`src/rtl/boot_stream_parser.sv`:
```
module boot_stream_parser #(
  parameter logic [15:0] KEY        = 16'h08AA,
  parameter int          SKIP_WORDS = 4,
  parameter int          AW         = 32
) (
  input  logic          clk,
  input  logic          rst_n,
  input  logic          in_valid,
  output logic          in_ready,
  input  logic [15:0]   in_data,
  output logic          mem_we,
  output logic [AW-1:0] mem_addr,
  output logic [15:0]   mem_data,
  output logic [7:0]    prescale,
  output logic [15:0]   scl_high,
  output logic [15:0]   scl_low,
  output logic [31:0]   entry_point,
  output logic          done,
  output logic          error
);
  localparam int IDX_EHI = 5 + SKIP_WORDS;
  localparam int IDX_ELO = 6 + SKIP_WORDS;
  localparam int HW      = $clog2(IDX_ELO + 1);

  typedef enum logic [2:0] {S_HDR, S_SIZE, S_AHI, S_ALO, S_DATA, S_DONE, S_ERR} st_t;

  st_t           st;
  logic [HW-1:0] idx;
  logic [15:0]   remain;
  logic [15:0]   addr_hi;
  logic [AW-1:0] wr_addr;
  logic [31:0]   entry_q;
  logic [31:0]   full_addr;
  logic          take;

  assign in_ready    = (st != S_DONE) && (st != S_ERR);
  assign take        = in_valid && in_ready;
  assign done        = (st == S_DONE);
  assign error       = (st == S_ERR);
  assign entry_point = done ? entry_q : 32'd0;
  assign full_addr   = {addr_hi, in_data};

  always_ff @(posedge clk or negedge rst_n) begin
    if (!rst_n) begin
      st       <= S_HDR;
      idx      <= '0;
      remain   <= '0;
      addr_hi  <= '0;
      wr_addr  <= '0;
      entry_q  <= '0;
      prescale <= '0;
      scl_high <= '0;
      scl_low  <= '0;
      mem_we   <= 1'b0;
      mem_addr <= '0;
      mem_data <= '0;
    end else begin
      mem_we <= 1'b0;
      if (take) begin
        case (st)
          S_HDR: begin
            idx <= idx + 1'b1;
            if (idx == HW'(0)) begin
              if (in_data != KEY) st <= S_ERR;
            end else if (idx == HW'(1)) prescale <= in_data[7:0];
            else if (idx == HW'(2)) scl_high <= in_data;
            else if (idx == HW'(3)) scl_low <= in_data;
            else if (idx == HW'(IDX_EHI)) entry_q[31:16] <= in_data;
            else if (idx == HW'(IDX_ELO)) begin
              entry_q[15:0] <= in_data;
              st            <= S_SIZE;
            end
          end
          S_SIZE: begin
            if (in_data == 16'd0) st <= S_DONE;
            else begin
              remain <= in_data;
              st     <= S_AHI;
            end
          end
          S_AHI: begin
            addr_hi <= in_data;
            st      <= S_ALO;
          end
          S_ALO: begin
            wr_addr <= full_addr[AW-1:0];
            st      <= S_DATA;
          end
          S_DATA: begin
            mem_we   <= 1'b1;
            mem_addr <= wr_addr;
            mem_data <= in_data;
            wr_addr  <= wr_addr + 1'b1;
            remain   <= remain - 1'b1;
            if (remain == 16'd1) st <= S_SIZE;
          end
          default: ;
        endcase
      end
    end
  end
endmodule

```
`config.mk`:
```
export PLATFORM = sky130hd
export DESIGN_NAME = boot_stream_parser
export DESIGN_NICKNAME = d
export VERILOG_FILES = /design/src/rtl/boot_stream_parser.sv
export SDC_FILE = /design/constraint.sdc
export NUM_CORES = 1
export LEC_CHECK = 0
export CAP_MARGIN = 10
export CORE_MARGIN = 8
export CORE_UTILIZATION = 42
export CTS_BUF_LIST = sky130_fd_sc_hd__clkbuf_4
export CTS_CLUSTER_DIAMETER = 100
export DETAILED_ROUTE_END_ITERATION = 10
export PLACE_DENSITY_LB_ADDON = 0.2
export SYNTH_ARGS = -nofsm -noshare
export SYNTH_HDL_FRONTEND = slang
export SYNTH_SLANG_ARGS = --single-unit
```
`constraint.sdc`:
```
create_clock -name clk -period 1.7 [get_ports clk]
set_input_delay 0.34 -clock clk [delete_from_list [all_inputs] [get_ports clk]]
set_output_delay 0.34 -clock clk [all_outputs]
set_load 0.01 [all_outputs]
```
==> results by group, run 1 <==
Timing
  – Least-Margin Pin Slew: between 0.4 and 0.5 ns
  – Final Slew Violations: 0
  – Skew final: about 0.029 ns
  – Fin Setup TNS: -59.05 ns
  – RSZ-0062 raised after global routing: true
  – Tcrit/Tclk final: 127%
  – Worst setup margin: -0.467 ns
  – Final hold vios: 0
  – Slew headroom: between 60 and 70%
  – Setup violations, final: 212
  – Min Tclk post-route: approximately 2.2 ns
  – Peak Freq: roughly 460 MHz

Placement
  – Port bufs: between 100 and 150
  – Routability cong.: 0.918
  – Hpwl dp: approximately 19000 um
  – Placed insts: between 1000 and 1500
  – Pre-CTS setup slack: -0.665 ns

Floorplanning
  – Die H: 164 um
  – Core area: around 0.022 sq mm
  – FP Rows: 54
  – Io pins: 143
  – Die width: roughly 160 um
  – Die Area: roughly 0.027 sq mm
  – Initial core utilization: a little over two fifths

Cells and area
  – FILL cells: about 1600
  – Non-filler cells, final: roughly 1500
  – Area grow syn2layout: 56.0%
  – Share of cells above drive strength 1: 42.9%
  – Commonest non-fill, non-tap cell in the layout: dfrtp_1
  – Final #Nets: around 1200
  – Commonest non-fill, non-tap cells in the layout: dfrtp_1, nand2_1, buf_4

Synth
  – Synth cell types: 70
  – Ys Warns: 0
  – Register area share after synthesis: 52.2%
  – Mapped Area: 0.00921 sq mm
  – Syn avg cell area: between 10 and 15 sq um
  – Mapped Cells: slightly below 900
  – Synth Net Count: approximately 900
  – Number of synthesized register bits: between 150 and 200
  – Ys async rst share: between 90% and 100%
  – Post-synth EDFFs: 0
  – Ys flop type: dfrtp_1

Clock tree
  – Maximum clock path buffer count: 2
  – CTS sink count: around 190
  – Worst-path clk slew: ~0.18 ns
  – Clk Tree Root Cell: clkbuf_4
  – Clock Latency Late Sink: slightly above 0.6 ns
  – CTS tree: yes
  – H-tree levels: 4
  – CTS Buf Count: 17

GRT
  – Number of global-route vias before repair: ~8800
  – First-pass GRT wire length: 49700 um
  – Antenna violations before repair: 1
  – Largest net degree at the start of global routing: 57
  – GRT Overall Usage: 23.8%
  – Overflow after GRT: 0

Routing
  – Avg Vias per Cell: approximately 5.7
  – First drt pass iteration count: 5
  – WL/cell: ~22 um
  – DRC viols: 0
  – Vias: 8587
  – 1st-iter DRT viols: about 680
  – WL final: 32600 um
  – Routed Antenna Nets: 0

Status
  – Failing checks: negative setup slack
  – Status: finished, violations left

Worst setup path
  – Crit path from: st[1]
  – Crit end category: output pin
  – Reg-to-reg startpoint: st[0]
  – Critical Path Max Stage Delay: between 0.4 and 0.5 ns
  – Setup CP Type: reg2out
  – Critical Path Source Type: register
  – Worst Path Arrival: ~1.8 ns
  – Critical path fanouts, max: 8
  – WP data required: roughly 1.4 ns
  – Slowest stage cell, crit path: dfrtp_1
  – CP cell instances: and3b_2 -> buf_12 -> buf_16 -> and2_4 -> buf_6

Job
  – Max-Cap Viols: 0

Power and ir drop
  – Leakage: between 6 and 7 nW
  – Peak supply drop: 0.657 mV
  – Power density cells: around 1800 mW/mm^2

Min path
  – Hold Path Class: in2async
timing repair:
| action | CTS | global route |
|---|---|---|
| hold buffers | 1 | 0 |
| gates cloned | 26 | 1 |
| endpoints found under the hold margin | 192 | 0 |
| buffers inserted | 48 | 11 |
| setup endpoints to repair | 288 | 309 |
| pin swaps | 52 | 31 |
| resized for setup | 434 | 90 |
per-layer routing:
layer	GRT usage, %	vias to the layer above	part of all wire (%)
li1	-	3791	-
met1	29.0	4267	39
met2	39.4	424	48
met3	6.24	105	7.6
met4	10.1	0	4.5
met5	0	-	0
worst paths after layout:
path	end	slack [ns]	depth (start not counted)
min in group clk	mem_addr[12]	0.49	2
min	mem_addr[3]	0.17	2
max reg2reg	wr_addr[9]	-0.45	12
max in group asynchronous	addr_hi[1]	0.93	3
max	entry_point[13]	-0.47	5
min reg2reg	mem_addr[12]	0.49	2
cells in the mapped netlist, types with 3 or more instances:
| library cell | n | area (sq um) |
|---|---|---|
| dfrtp_1 | 192 | 4800 |
| nand2_1 | 176 | 661 |
| mux2_2 | 76 | 856 |
| a21oi_1 | 38 | 190 |
| nor2_1 | 37 | 139 |
| and2_1 | 36 | 225 |
| o21ai_0 | 31 | 155 |
| clkbuf_1 | 30 | 113 |
| buf_2 | 22 | 110 |
| nand3_1 | 16 | 80.1 |
| nand4_1 | 16 | 100 |
| inv_1 | 14 | 52.6 |
| and3_1 | 12 | 75.1 |
| mux2_1 | 12 | 135 |
| a2bb2oi_1 | 11 | 96.3 |
| o21ai_1 | 10 | 50.1 |
| o22a_1 | 10 | 87.6 |
| nor3_1 | 9 | 45.0 |
| o31ai_1 | 9 | 67.6 |
| o22ai_1 | 8 | 50.1 |
| a31oi_1 | 7 | 43.8 |
| buf_4 | 7 | 52.6 |
| ha_1 | 7 | 87.6 |
| o2bb2ai_1 | 6 | 52.6 |
| a22o_1 | 5 | 43.8 |
| a41oi_1 | 5 | 43.8 |
| nor4_2 | 5 | 62.6 |
| o21a_1 | 5 | 37.5 |
| buf_1 | 4 | 15.0 |
| buf_6 | 4 | 45.0 |
| a22oi_1 | 3 | 22.5 |
| and3b_1 | 3 | 26.3 |
| clkbuf_2 | 3 | 15.0 |
| nand2_2 | 3 | 18.8 |
| nand2b_1 | 3 | 18.8 |
| nor2b_1 | 3 | 18.8 |
| nor3b_1 | 3 | 22.5 |
| o31a_1 | 3 | 26.3 |
| o41ai_1 | 3 | 26.3 |
| or3_1 | 3 | 18.8 |
| xnor2_1 | 3 | 26.3 |
critical path: cells and delay by family, from the launching register on:
family,cells,cell delay [ns]
flops,1,0.43
simple gates,2,0.43
buf+inv,3,0.35
sequential cells by signal, summed over array words and instances, names as in the netlist:
register  cells
scl_high     16
mem_addr     32
mem_we        1
addr_hi      16
remain       16
st            3
scl_low      16
idx           4
entry_q      32
wr_addr      32
prescale      8
mem_data     16
per-stage QoR:
stage	area, sq um	utilization (%)	power (mW)	hold WS, ns
2_1_floorplan	9260	-	13.0	0.0444
3_3_place_gp	12000	55.6	18.0	0.249
3_5_place_dp	12000	55.6	18.2	0.252
4_1_cts	14000	64.4	23.9	0.156
5_1_grt	14400	66.2	26.5	0.168
6_report	14400	66.2	25.1	0.169
cell families (layout without fill, tap and decap cells):
kind of cell | Yosys count | in the layout | synth area share, %
buffers and inverters | 84 | 426 | 4.38
XOR/XNOR | 3 | 3 | 0.285
adder cells (fa/ha/maj) | 7 | 7 | 0.951
other | 0 | 1 | 0
flip-flops | 192 | 192 | 52.2
AO/OA/AOI/OAI | 169 | 169 | 12.2
multiplexers | 88 | 88 | 10.8
AND/OR/NAND/NOR | 347 | 347 | 19.2
layout make-up:
type                       count  area (sq um)  area share (%)
inverter                      14          65.1           0.453
sequential                   192          4800            33.5
clock buffer                  17           128           0.889
clock inverter                15           193            1.34
timing repair buffer         380          4130            28.8
tap                          280           350            2.44
antenna                        1          2.50          0.0174
multi-input combinational    614          4680            32.6
power by group:
| part | total, mW | leakage [nW] | internal, mW | switching (mW) |
|---|---|---|---|---|
| Sequential | 7.79 | 2.41 | 6.49 | 1.30 |
| Clock | 2.67 | 0.163 | 0.827 | 1.84 |
| Combinational | 14.7 | 4.40 | 7.96 | 6.72 |
No activity file was read; power rests on OpenSTA's default activity.
==> inputs of run 2 (changes only) <==
Settings changed: SLEW_MARGIN from default to 40, TNS_END_PERCENT from default to 5.
==> results by group, run 2 (synthesis gave the netlist of run 1 again) <==
Placement
  – Routability cong.: 0.897 (-2.3%)
  – Pre-CTS setup slack: -0.562 ns (+0.104 ns)
  – Port bufs: 142 (unchanged)
  – Hpwl dp: 19400 um (+2.0%)
  – Placed Area: 0.0120 sq mm (unchanged)

Worst setup path
  – Setup crit end: entry_point[8]
  – Flop-to-flop setup slack: -0.31 ns (+0.14 ns)
  – Critical Path Max Stage Delay: 0.43 ns (about the same)
  – Critical Path Source Type: register
  – Worst Path Arrival: 1.86 ns (+0.03 ns)
  – Critical path fanouts, max: 8 (unchanged)
  – Crit end category: output pin
  – Slowest stage cell, crit path: dfrtp_1
  – WP data required: 1.36 ns (about the same)
  – Most frequent CP cell: buf_6
  – Reg2reg end: st[1]
  – Crit path from: st[2]
  – Reg-to-reg startpoint: st[2]
  – R2R depth: 8 (-4)
  – Setup CP Type: reg2out
  – CP cell instances: and3b_2 -> buf_6 -> buf_16 -> and2_4 -> buf_6

Clock tree
  – CTS tree: yes
  – Worst-path clk slew: 0.17 ns (about the same)
  – Clk Tree Root Cell: clkbuf_4
  – Maximum clock path buffer count: 2 (unchanged)
  – CTS sink count: 192 (unchanged)
  – CTS Buf Count: 17 (unchanged)
  – H-tree levels: 4 (unchanged)
  – Clock Latency Late Sink: 0.61 ns (about the same)

Cells and area
  – Share of cells above drive strength 1: 36.8% (-6.0 points)
  – Commonest non-fill, non-tap cells in the layout: dfrtp_1, nand2_1, buf_4
  – Final instance area: 0.0130 sq mm (-9.2%)
  – Commonest non-fill, non-tap cell in the layout: dfrtp_1
  – Final #Nets: 1178 (-5.4%)
  – Area grow syn2layout: 41.6%
  – Top flop regs: entry_q (32), mem_addr (32), wr_addr (32)

Floorplanning
  – Die Area: 0.0269 sq mm (unchanged)
  – Core area: 0.0217 sq mm (unchanged)
  – Die H: 164 um (unchanged)
  – Initial core utilization: 42.4% (unchanged)
  – FP Rows: 54 (unchanged)
  – Io pins: 143 (unchanged)
  – Die width: 164 um (unchanged)

Timing
  – Skew final: 0.0220 ns (-0.00668 ns)
  – Final hold vios: 0 (unchanged)
  – Slew headroom: 71.6% (+3.2 points)
  – Peak Freq: 455 MHz (-1.3%)
  – Min Tclk post-route: 2.20 ns (+0.0296 ns)
  – Final Slew Violations: 0 (unchanged)
  – Tcrit/Tclk final: 129% (+1.7 points)
  – Worst setup margin: -0.496 ns (-0.0296 ns)
  – Setup violations, final: 172 (-19%)
  – RSZ-0062 raised after global routing: true
  – Least-Margin Pin Slew: 0.426 ns (-0.0416 ns)

Routing
  – First drt pass iteration count: 7 (+2)
  – Routed Antenna Nets: 0 (unchanged)
  – 1st-iter DRT viols: 463 (-32%)
  – WL/cell: 19.4 um (-10%)
  – DRC viols: 0 (unchanged)
  – Vias: 7718 (-10%)
  – WL final: 28000 um (-14%)
  – Avg Vias per Cell: 5.33 (-6.0%)

Power and ir drop
  – Peak supply drop: 0.605 mV (-8.0%)
  – Power density cells: 1650 mW/mm^2 (-5.8%)
  – Leakage: 6.20 nW (-11%)

GRT
  – Overflow after GRT: 0 (unchanged)
  – GRT Overall Usage: 21.3% (-2.5 points)
  – Number of global-route vias before repair: 8187 (-6.5%)
  – First-pass GRT wire length: 44600 um (-10%)
  – Antenna violations before repair: 1 (unchanged)
  – Largest net degree at the start of global routing: 44 (-23%)

Status
  – Status: finished, violations left
  – Failing checks: negative setup slack

Min path
  – Hold Path Class: in2async

Job
  – Max-Cap Viols: 0 (unchanged)
==> run 2: cell count changes in the layout (fill, tap and decap cells not counted), sizes merged <==
cell	delta
clkdlybuf4s15	+51
bufinv	+1
buf	-63
bufbuf	-3
inv	+1
clkbuf	+3
diode	+1
clkinvlp	+1
dlygate4sd2	-55
clkinv	-3
==> run 2: worst max-delay path, delay by kind of cell, from the launching register on <==
| family | cells | cell delay [ns] |
|---|---|---|
| DFF | 1 | 0.43 |
| buffers and inverters | 3 | 0.41 |
| and+or+nand+nor | 2 | 0.41 |
==> run 2: final cells by class <==
class / count / area, sq um
well taps: 280 / 350
clock inverters: 15 / 173
multi-input cells: 614 / 4420
clock buffers: 17 / 128
fillers: 1875 / 8650
inverters: 14 / 65.1
diodes: 2 / 5.00
flip-flops and latches: 192 / 4810
repair buffers: 313 / 3090
==> run 2: metrics by stage <==
step / cells / TNS, ns / power [mW] / utilization [%] / hold slack (ns)
after floorplan: 890 / -4.35 / 12.9 / - / 0.0444
after global placement: 1401 / -53.22 / 17.9 / 55.6 / 0.313
after detailed placement: 1401 / -53.05 / 18.1 / 55.6 / 0.321
after CTS: 1444 / -38.59 / 21.0 / 58.8 / 0.221
after global routing: 1447 / -45.67 / 23.0 / 60.1 / 0.237
final: 1447 / -34.60 / 21.5 / 60.1 / 0.251
==> run 2: worst min-delay path by stage <==
stage | startpoint | to | slack, ns | cells after the start
floorplan | rst_n | addr_hi[0] | 0.04 | 0
global placement | rst_n | wr_addr[3] | 0.31 | 1
detailed placement | rst_n | wr_addr[3] | 0.32 | 1
CTS | rst_n | prescale[0] | 0.22 | 2
global route | rst_n | prescale[1] | 0.24 | 2
finish | rst_n | entry_q[16] | 0.25 | 2
==> run 2: what timing repair did <==
| action | CTS | global route |
|---|---|---|
| hold buffers | 1 | 0 |
| gates resized for setup | 368 | 121 |
| setup buffers | 5 | 2 |
| cloned | 5 | 0 |
| endpoints found under the hold margin | 130 | 0 |
| pin swaps | 37 | 16 |
| setup endpoints to repair | 283 | 275 |
==> run 2: power by group <==
group          internal (mW)  leakage [nW]  switching (mW)
Sequential              6.49          2.41            1.29
Combinational           5.74          3.64            5.31
Clock                  0.917         0.153            1.74
==> run 2: per-layer routing <==
metal,track usage [%],part of all wire (%)
met1,27.3,44
met2,35.3,48
met3,5.04,6.0
met4,6.32,1.7
met5,0,0
